### src/rtl/irq_pkg.sv
package irq_pkg;
    typedef enum logic [0:0] {
        ST_IDLE = 1'b0,
        ST_REQ  = 1'b1
    } irq_state_t;

    localparam logic [1:0] WA_CTRL = 2'd0;
    localparam logic [1:0] WA_MASK = 2'd1;
    localparam logic [1:0] WA_EOI  = 2'd2;
endpackage

### src/rtl/irq_rank_pick.sv
module irq_rank_pick #(
    parameter int N  = 8,
    parameter int IW = $clog2(N),
    parameter int RW = IW + 1
) (
    input  logic [N-1:0]  vec_i,
    input  logic [IW-1:0] base_i,
    output logic [IW-1:0] idx_o,
    output logic [RW-1:0] rank_o
);
    logic [IW-1:0] pos_a [N];
    logic [N-1:0]  rot_v;

    for (genvar g = 0; g < N; g++) begin : g_rot
        assign pos_a[g] = base_i + IW'(g + 1);
        assign rot_v[g] = vec_i[pos_a[g]];
    end

    always_comb begin
        idx_o  = '0;
        rank_o = RW'(N);
        for (int k = N - 1; k >= 0; k--) begin
            if (rot_v[k]) begin
                idx_o  = pos_a[k];
                rank_o = RW'(k);
            end
        end
    end
endmodule

### src/rtl/irq_ctrl_fsm.sv
module irq_ctrl_fsm
    import irq_pkg::*;
(
    input  logic clk,
    input  logic rst_n,
    input  logic grant_ok_i,
    input  logic ack_i,
    output logic irq_o,
    output logic take_o
);
    irq_state_t state_q, state_d;

    always_ff @(posedge clk or negedge rst_n) begin
        if (!rst_n) state_q <= ST_IDLE;
        else        state_q <= state_d;
    end

    always_comb begin
        state_d = state_q;
        irq_o   = 1'b0;
        take_o  = 1'b0;
        unique case (state_q)
            ST_IDLE: begin
                if (grant_ok_i) state_d = ST_REQ;
            end
            ST_REQ: begin
                irq_o  = grant_ok_i;
                take_o = grant_ok_i && ack_i;
                if (!grant_ok_i || ack_i) state_d = ST_IDLE;
            end
            default: state_d = ST_IDLE;
        endcase
    end

    assert_ack_drops_irq_R5: assert property (@(posedge clk) disable iff (!rst_n)
        take_o |=> !irq_o);
    assert_idle_quiet_R2: assert property (@(posedge clk) disable iff (!rst_n)
        (state_q == ST_IDLE) |=> !$past(irq_o));
endmodule

### src/rtl/prio_irq_ctrl.sv
module prio_irq_ctrl
    import irq_pkg::*;
#(
    parameter int N  = 8,
    parameter int IW = $clog2(N)
) (
    input  logic          clk,
    input  logic          rst_n,
    input  logic [N-1:0]  req_i,
    input  logic          ack_i,
    input  logic          wr_en_i,
    input  logic [1:0]    wr_addr_i,
    input  logic [N-1:0]  wr_data_i,
    output logic          irq_o,
    output logic [IW-1:0] vec_o
);
    localparam int RW = IW + 1;
    localparam logic [IW-1:0] FIXED_BASE = IW'(N - 1);

    logic [N-1:0]  pend_q, isr_q, mask_q;
    logic          rot_q, smm_q;
    logic [IW-1:0] bp_q, vec_q;

    logic [IW-1:0] base_eff, req_idx, blk_idx, eoi_idx;
    logic [RW-1:0] req_rank, blk_rank, eoi_rank;
    logic [N-1:0]  blk_view, win_oh, eoi_oh;
    logic          grant_ok, take, eoi_cmd, eoi_hit;

    assign base_eff = rot_q ? bp_q : FIXED_BASE;
    assign blk_view = smm_q ? (isr_q & ~mask_q) : isr_q;

    irq_rank_pick #(.N(N), .IW(IW), .RW(RW)) u_pick_req (
        .vec_i(pend_q & ~mask_q), .base_i(base_eff), .idx_o(req_idx), .rank_o(req_rank));
    irq_rank_pick #(.N(N), .IW(IW), .RW(RW)) u_pick_blk (
        .vec_i(blk_view), .base_i(base_eff), .idx_o(blk_idx), .rank_o(blk_rank));
    irq_rank_pick #(.N(N), .IW(IW), .RW(RW)) u_pick_eoi (
        .vec_i(isr_q), .base_i(base_eff), .idx_o(eoi_idx), .rank_o(eoi_rank));

    assign grant_ok = req_rank < blk_rank;

    irq_ctrl_fsm u_fsm (
        .clk(clk), .rst_n(rst_n), .grant_ok_i(grant_ok), .ack_i(ack_i),
        .irq_o(irq_o), .take_o(take));

    assign eoi_cmd = wr_en_i && (wr_addr_i == WA_EOI);
    assign eoi_hit = eoi_cmd && (eoi_rank != RW'(N));
    assign win_oh  = take    ? (N'(1) << req_idx) : '0;
    assign eoi_oh  = eoi_hit ? (N'(1) << eoi_idx) : '0;

    always_ff @(posedge clk or negedge rst_n) begin
        if (!rst_n) begin
            pend_q <= '0;
            isr_q  <= '0;
            mask_q <= '0;
            rot_q  <= 1'b0;
            smm_q  <= 1'b0;
            bp_q   <= FIXED_BASE;
            vec_q  <= '0;
        end else begin
            pend_q <= (pend_q | req_i) & ~win_oh;
            isr_q  <= (isr_q & ~eoi_oh) | win_oh;
            if (take) vec_q <= req_idx;
            if (eoi_hit && rot_q) bp_q <= eoi_idx;
            if (wr_en_i && wr_addr_i == WA_CTRL) begin
                rot_q <= wr_data_i[0];
                smm_q <= wr_data_i[1];
            end
            if (wr_en_i && wr_addr_i == WA_MASK) mask_q <= wr_data_i;
        end
    end

    assign vec_o = vec_q;

    assert_vec_hold_R5: assert property (@(posedge clk) disable iff (!rst_n)
        !(ack_i && irq_o) |=> $stable(vec_o));
    assert_isr_set_R5: assert property (@(posedge clk) disable iff (!rst_n)
        (ack_i && irq_o) |=> isr_q[vec_o]);
    assert_mask_block_R3: assert property (@(posedge clk) disable iff (!rst_n)
        irq_o |-> !mask_q[req_idx]);
    assert_nest_block_R4: assert property (@(posedge clk) disable iff (!rst_n)
        irq_o |-> !isr_q[req_idx]);
    assert_smm_block_R8: assert property (@(posedge clk) disable iff (!rst_n)
        (irq_o && (blk_rank != RW'(N))) |-> (smm_q ? !mask_q[blk_idx] : 1'b1));
    assert_eoi_empty_R6: assert property (@(posedge clk) disable iff (!rst_n)
        (eoi_cmd && isr_q == '0 && !take) |=> (isr_q == '0));
    assert_rotate_R7: assert property (@(posedge clk) disable iff (!rst_n)
        (eoi_hit && rot_q) |=> (bp_q == $past(eoi_idx)));
    assert_reset_R9: assert property (@(posedge clk)
        !rst_n |=> (isr_q == '0 && mask_q == '0 && pend_q == '0 && !rot_q && !irq_o));
endmodule

### config.mk
export PLATFORM = sky130hd
export DESIGN_NAME = prio_irq_ctrl
export DESIGN_NICKNAME = d
export VERILOG_FILES = /design/src/rtl/irq_pkg.sv /design/src/rtl/irq_rank_pick.sv /design/src/rtl/irq_ctrl_fsm.sv /design/src/rtl/prio_irq_ctrl.sv
export SDC_FILE = /design/constraint.sdc
export NUM_CORES = 1
export LEC_CHECK = 0
export BUFFER_PORTS_ARGS = -buffer_cell sky130_fd_sc_hd__buf_2
export CAP_MARGIN = 20
export CORE_ASPECT_RATIO = 1.4
export CORE_MARGIN = 5
export CORE_UTILIZATION = 30
export CTS_CLUSTER_DIAMETER = 50
export CTS_CLUSTER_SIZE = 12
export DETAILED_ROUTE_END_ITERATION = 10
export GPL_ROUTABILITY_DRIVEN = 1
export PLACE_DENSITY = 0.44
export REMOVE_ABC_BUFFERS = 1
export SYNTH_ARGS = -nofsm -noshare
export SYNTH_HDL_FRONTEND = slang
export SYNTH_SLANG_ARGS = --single-unit
### constraint.sdc
create_clock -name clk -period 4.5 [get_ports clk]
set_clock_uncertainty 0.15 [all_clocks]
set_input_delay 0.9 -clock clk [delete_from_list [all_inputs] [get_ports clk]]
set_output_delay 0.9 -clock clk [all_outputs]
set_load 0.01 [all_outputs]
# Yosys cells after proc, flatten, opt, wreduce, memory -nomap -nowiden
# Cells that the tools add are included.
# totals
ff_bits	33
word_cells	145
# op_classes
reduce_logical	9
addsub	7
n_lt_le_gt_ge	9
n_eq_ne	3
n_mux	97
bitwise_logic	10
n_shift	2
# ops
cell	n
2-to-1 mux 4 bit	24
binary-select mux 1 bit (select 3 bit)	24
2-to-1 mux 3 bit	17
AND 8 bit	4
< comparator 3 x 4 -> 1 bit, second input constant	8
2-to-1 mux 1 bit	28
2-to-1 mux 8 bit	3
inverter 8 bit	3
OR 8 bit	2
left shift 1 x 3 -> 8 bit, first input constant	2
adder 3 bit, second input constant	4
adder 3 x 2 -> 3 bit, second input constant	2
logical AND 1 bit	6
< comparator 4 bit	1
!= test 4 bit, second input constant	1
adder 3 x 1 -> 3 bit, second input constant	1
== test 2 x 1 -> 1 bit, second input constant	1
== test 2 bit, second input constant	1
logical NOT 2 bit	1
one-hot mux 1 bit (2 select lines)	1
logical NOT 1 bit	1
logical OR 1 bit	1
inverter 1 bit	1

# Longest topological paths before layout
# logic_depth
word_depth	19
mapped_depth	19
depth_no_buf	15

# By module
# Synthesis repeated with hierarchy kept, for this count alone.
# hier_totals
hier_cells	421
area_unflattened_um2	4050.1
# modules_own_cells
mod	instances	cells_each	area_per_inst_um2
irq_rank_pick	3	95	824.5
prio_irq_ctrl	1	132	1526.5
irq_ctrl_fsm	1	4	50.0

# Worst setup path after synthesis
# OpenSTA, ideal clock, no wires.
# synth_path
kind	reg2out
startpoint	register bp_q[1]
endpoint	output port irq_o
path_slack_ns	-0.074
stages_incl_launch_ff	16
arrival_time_ns	3.524
required_time_ns	3.450
path_cell_list	dfstp_2 > nand2b_1 > buf_2 > inv_2 > buf_2 > ha_1 > buf_2 > xnor2_1 > mux2_2 > mux2_2 > o21ai_0 > a21oi_1 > ha_1 > inv_1 > o21bai_1 > a31oi_1
# synth_via
elab_chain_len	13
elab_cells_between_ends	58
cone_classes	add/sub (7); order compare (1); mux (50)
# synth_rtl
element	line	source
start, declared	prio_irq_ctrl.sv:22	logic [IW-1:0] bp_q, vec_q;
start signal, assigned	prio_irq_ctrl.sv:63	if (eoi_hit && rot_q) bp_q <= eoi_idx;
2-to-1 mux 3 bit (*)	prio_irq_ctrl.sv:29	assign base_eff = rot_q ? bp_q : FIXED_BASE;
adder 3 bit / binary-select mux 1 bit (select 3 bit) (equally long branches)	irq_rank_pick.sv:15, irq_rank_pick.sv:16	
binary-select mux 1 bit (select 3 bit) / 2-to-1 mux 1 bit (equally long branches)	irq_rank_pick.sv:16	assign rot_v[g] = vec_i[pos_a[g]];
2-to-1 mux 1 bit (not written as such) / 2-to-1 mux 4 bit (equally long branches)	irq_rank_pick.sv:16, irq_rank_pick.sv:23	
2-to-1 mux 4 bit (7 in series)	irq_rank_pick.sv:23	if (rot_v[k]) begin
< comparator 4 bit (*)	prio_irq_ctrl.sv:39	assign grant_ok = req_rank < blk_rank;
2-to-1 mux 1 bit (*)	irq_ctrl_fsm.sv:22	unique case (state_q)
end, declared	prio_irq_ctrl.sv:14	output logic irq_o,
# Mark *: on every way between the ends. The rest lies on a longest branch, timed or not. The select of a mux whose other input is x is not followed.

# Final worst setup path
# layout_path
startpoint	register bp_q[0]
endpoint	output port irq_o
# The elaborated chain is that of the path after synthesis.

==> reports/results.ini <==
[synthesis]
ys_seq_elements=33
synth_top_area_cell=dfrtp_1
synth_ff_type=dfrtp_1
yosysWarnings=0
netlist_area_um2=3890
ys_seq_area_share_pct=21.3
netlist_instances=421
syn_area_per_cell_um2=9.24
synthTopCellsByArea=dfrtp_1 19%, mux4_2 13%, mux2i_1 9.5%
synthDistinctLibCells=67
synth-edff-count=0
async_flop_share_pct=100
yosys.area.top_type_share_pct=19.3

[critical_path]
required_ps=3450
crit_type=flop to primary output
start_kind=flop
arrival_ps=3320
critPathBufInv=1
crit_top_cell=nand2_1
cp-end-kind=primary output
cp_max_fo=5
path_cells=xor2_2 -> and2_4 -> mux4_2 -> mux2_2 -> nand2_1 -> nor3_2 -> nand4_1 -> ha_4 -> a21oi_2 -> nand2_1 -> a31oi_1 -> buf_2
cp_top_family=multiplexers
cpMaxStageDelayCell=dfstp_2
slowest_delay_ps=600

[cells_and_area]
multiInputGateArea_um2=3020
diodes=0
ff_latch_area_um2=830
area_growth_pct=19.6
final_cells=621
n_fill_cell=1312
drive_gt1_share_pct=34.2
post-route-util_pct=36.3
fin_nets=494

[sta]
worst_hold_slack_ps=348
period_needed_ps=4370
hold_viol=0
fin_crit_sh_pct=97.2
slew-limit-headroom_pct=41.4
fmax_mhz=229
final_max_slew_viol_count=0
setup-violations-final=0
tightest_slew_ps=869

[route]
viasPerCell=5.93
drt_iter0_drc=200
wl_per_cell_um=21.3
firstDrtPassIters=4
detail_route.drc_violations=0
vias=3681
wirelength_um=13200
final_antenna_net_count=0

[global_routing]
grt_overflow_total=0
top_usage_layer=met2
grt_pass1_vias=3809
antenna_found_initial=0
use_met3_pct=1.69
grt_max_degree=34
grtUsageMet2_pct=31.3
grt_usage_pct=17.8
grt_first_pass_wirelength_um=21200
use_met1_pct=20.9

[floorplanning]
die_y_um=145
ios=26
die_x_um=106
coreArea_um2=12800
rows=49
initial_core_util_pct=30.4
die_area_um2=15400

[cts]
clockBufferDepth=2
cts_root_buf=clkbuf_16
cts_buffers=5
clock-sinks=33
clkSlewWorstSetupHoldPaths_ps=50
htree_levels=2
cts_tree=built
holdBufCountCts=0
clk-insertion-delay-late_ps=280

[place]
dp_hpwl_um=10700
io_buffers=25
gp_congestion=0.861
dp_cells=608

[status]
status=finished, final reports clean

[job]
maxCapViolCount=0

[hold_path]
min_path_type=flop to flop

[area by class of cell]
cell class              count  share of cell area, %
multi-input cells         354                   64.8
repair buffers             63                   9.33
flip-flops and latches     33                   17.8
well taps                 153                   4.11
inverters                  10                  0.914
clock buffers               7                   2.85
clock inverters             1                  0.161
[flip-flops by register name, indices dropped and copies added, names as in the netlist]
signal	cells
vec_o	3
pend_q	8
bp_q	3
smm_q	1
rot_q	1
mask_q	8
u_fsm.state_q	1
isr_q	8
[final timing paths]
path	startpoint	endpoint	cells past startpoint	slack, ps
worst max-delay path	bp_q[0]	irq_o	12	130
worst min-delay path	vec_o[1]	vec_o[1]	1	350
worst max register to register	bp_q[0]	isr_q[6]	14	430
worst min register to register	vec_o[1]	vec_o[1]	1	350
max in group asynchronous	rst_n	mask_q[0]	1	3190
min in group asynchronous	rst_n	vec_o[1]	1	530
[metrics by stage]
step	TNS (ps)	instance area [um2]	setup WS [ps]
3_3_place_gp	0	4330	141
6_report	0	4650	126
4_1_cts	0	4550	4.35
2_1_floorplan	-10610	3760	-765
5_1_grt	-14.5	4650	-14.5
3_5_place_dp	0	4330	144
[cell families after synthesis]
family,after synthesis,share of synthesized area [%]
compound gates,123,23.4
mux,85,30.1
simple gates,135,17.3
flops,33,21.3
fa+ha+maj,5,1.61
xor+xnor,6,1.74
buf+inv,34,4.57
[per-layer routing]
layer | routed length [um] | part of all wire (%) | up-vias
met3 | 388 | 2.9 | 31
met2 | 6720 | 51 | 105
met1 | 5360 | 41 | 1821
met5 | 0 | 0 | -
met4 | 756 | 5.7 | 0
li1 | - | - | 1724
[placed cells by master, fill, tap and decap left out, drive strengths merged, types with 10 or more instances in the layout]
master	synthesis	routed
inv	10	10
a21oi	13	13
mux2i	37	37
dfrtp	30	30
nor2	32	32
mux4	23	23
mux2	25	25
buf	14	63
a21boi	12	12
nand2b	11	11
nand3	15	15
nor2b	11	11
o21ai	18	18
nand2	39	39
a31oi	14	14
[Yosys cell counts (5+ instances only)]
cell type and count:
nand3b_1 6, mux4_2 23, nand2_1 39, a32o_1 6, and2_1 5, a31oi_1 14, buf_2 9, nand4_1 5
dfrtp_1 30, mux2_2 25, nand2b_1 11, o21ai_0 16, nand3_1 14, inv_1 7, o211ai_1 8, ha_1 5
nor2_1 32, clkbuf_1 10, a211oi_1 5, a21boi_0 10, a21oi_1 12, mux2i_1 37, nor2b_1 10, a21bo_2 8
[repair_timing]
item / 4_1_cts / 5_1_grt
setup buffers: 1 / 4
pin swaps: 1 / 5
setup endpoints to repair: 1 / 1
gates resized for setup: 14 / 16
Power is left out: the tool's default activity adds up to more than one toggle a clock period on the data nets, which glitch-free logic cannot reach.
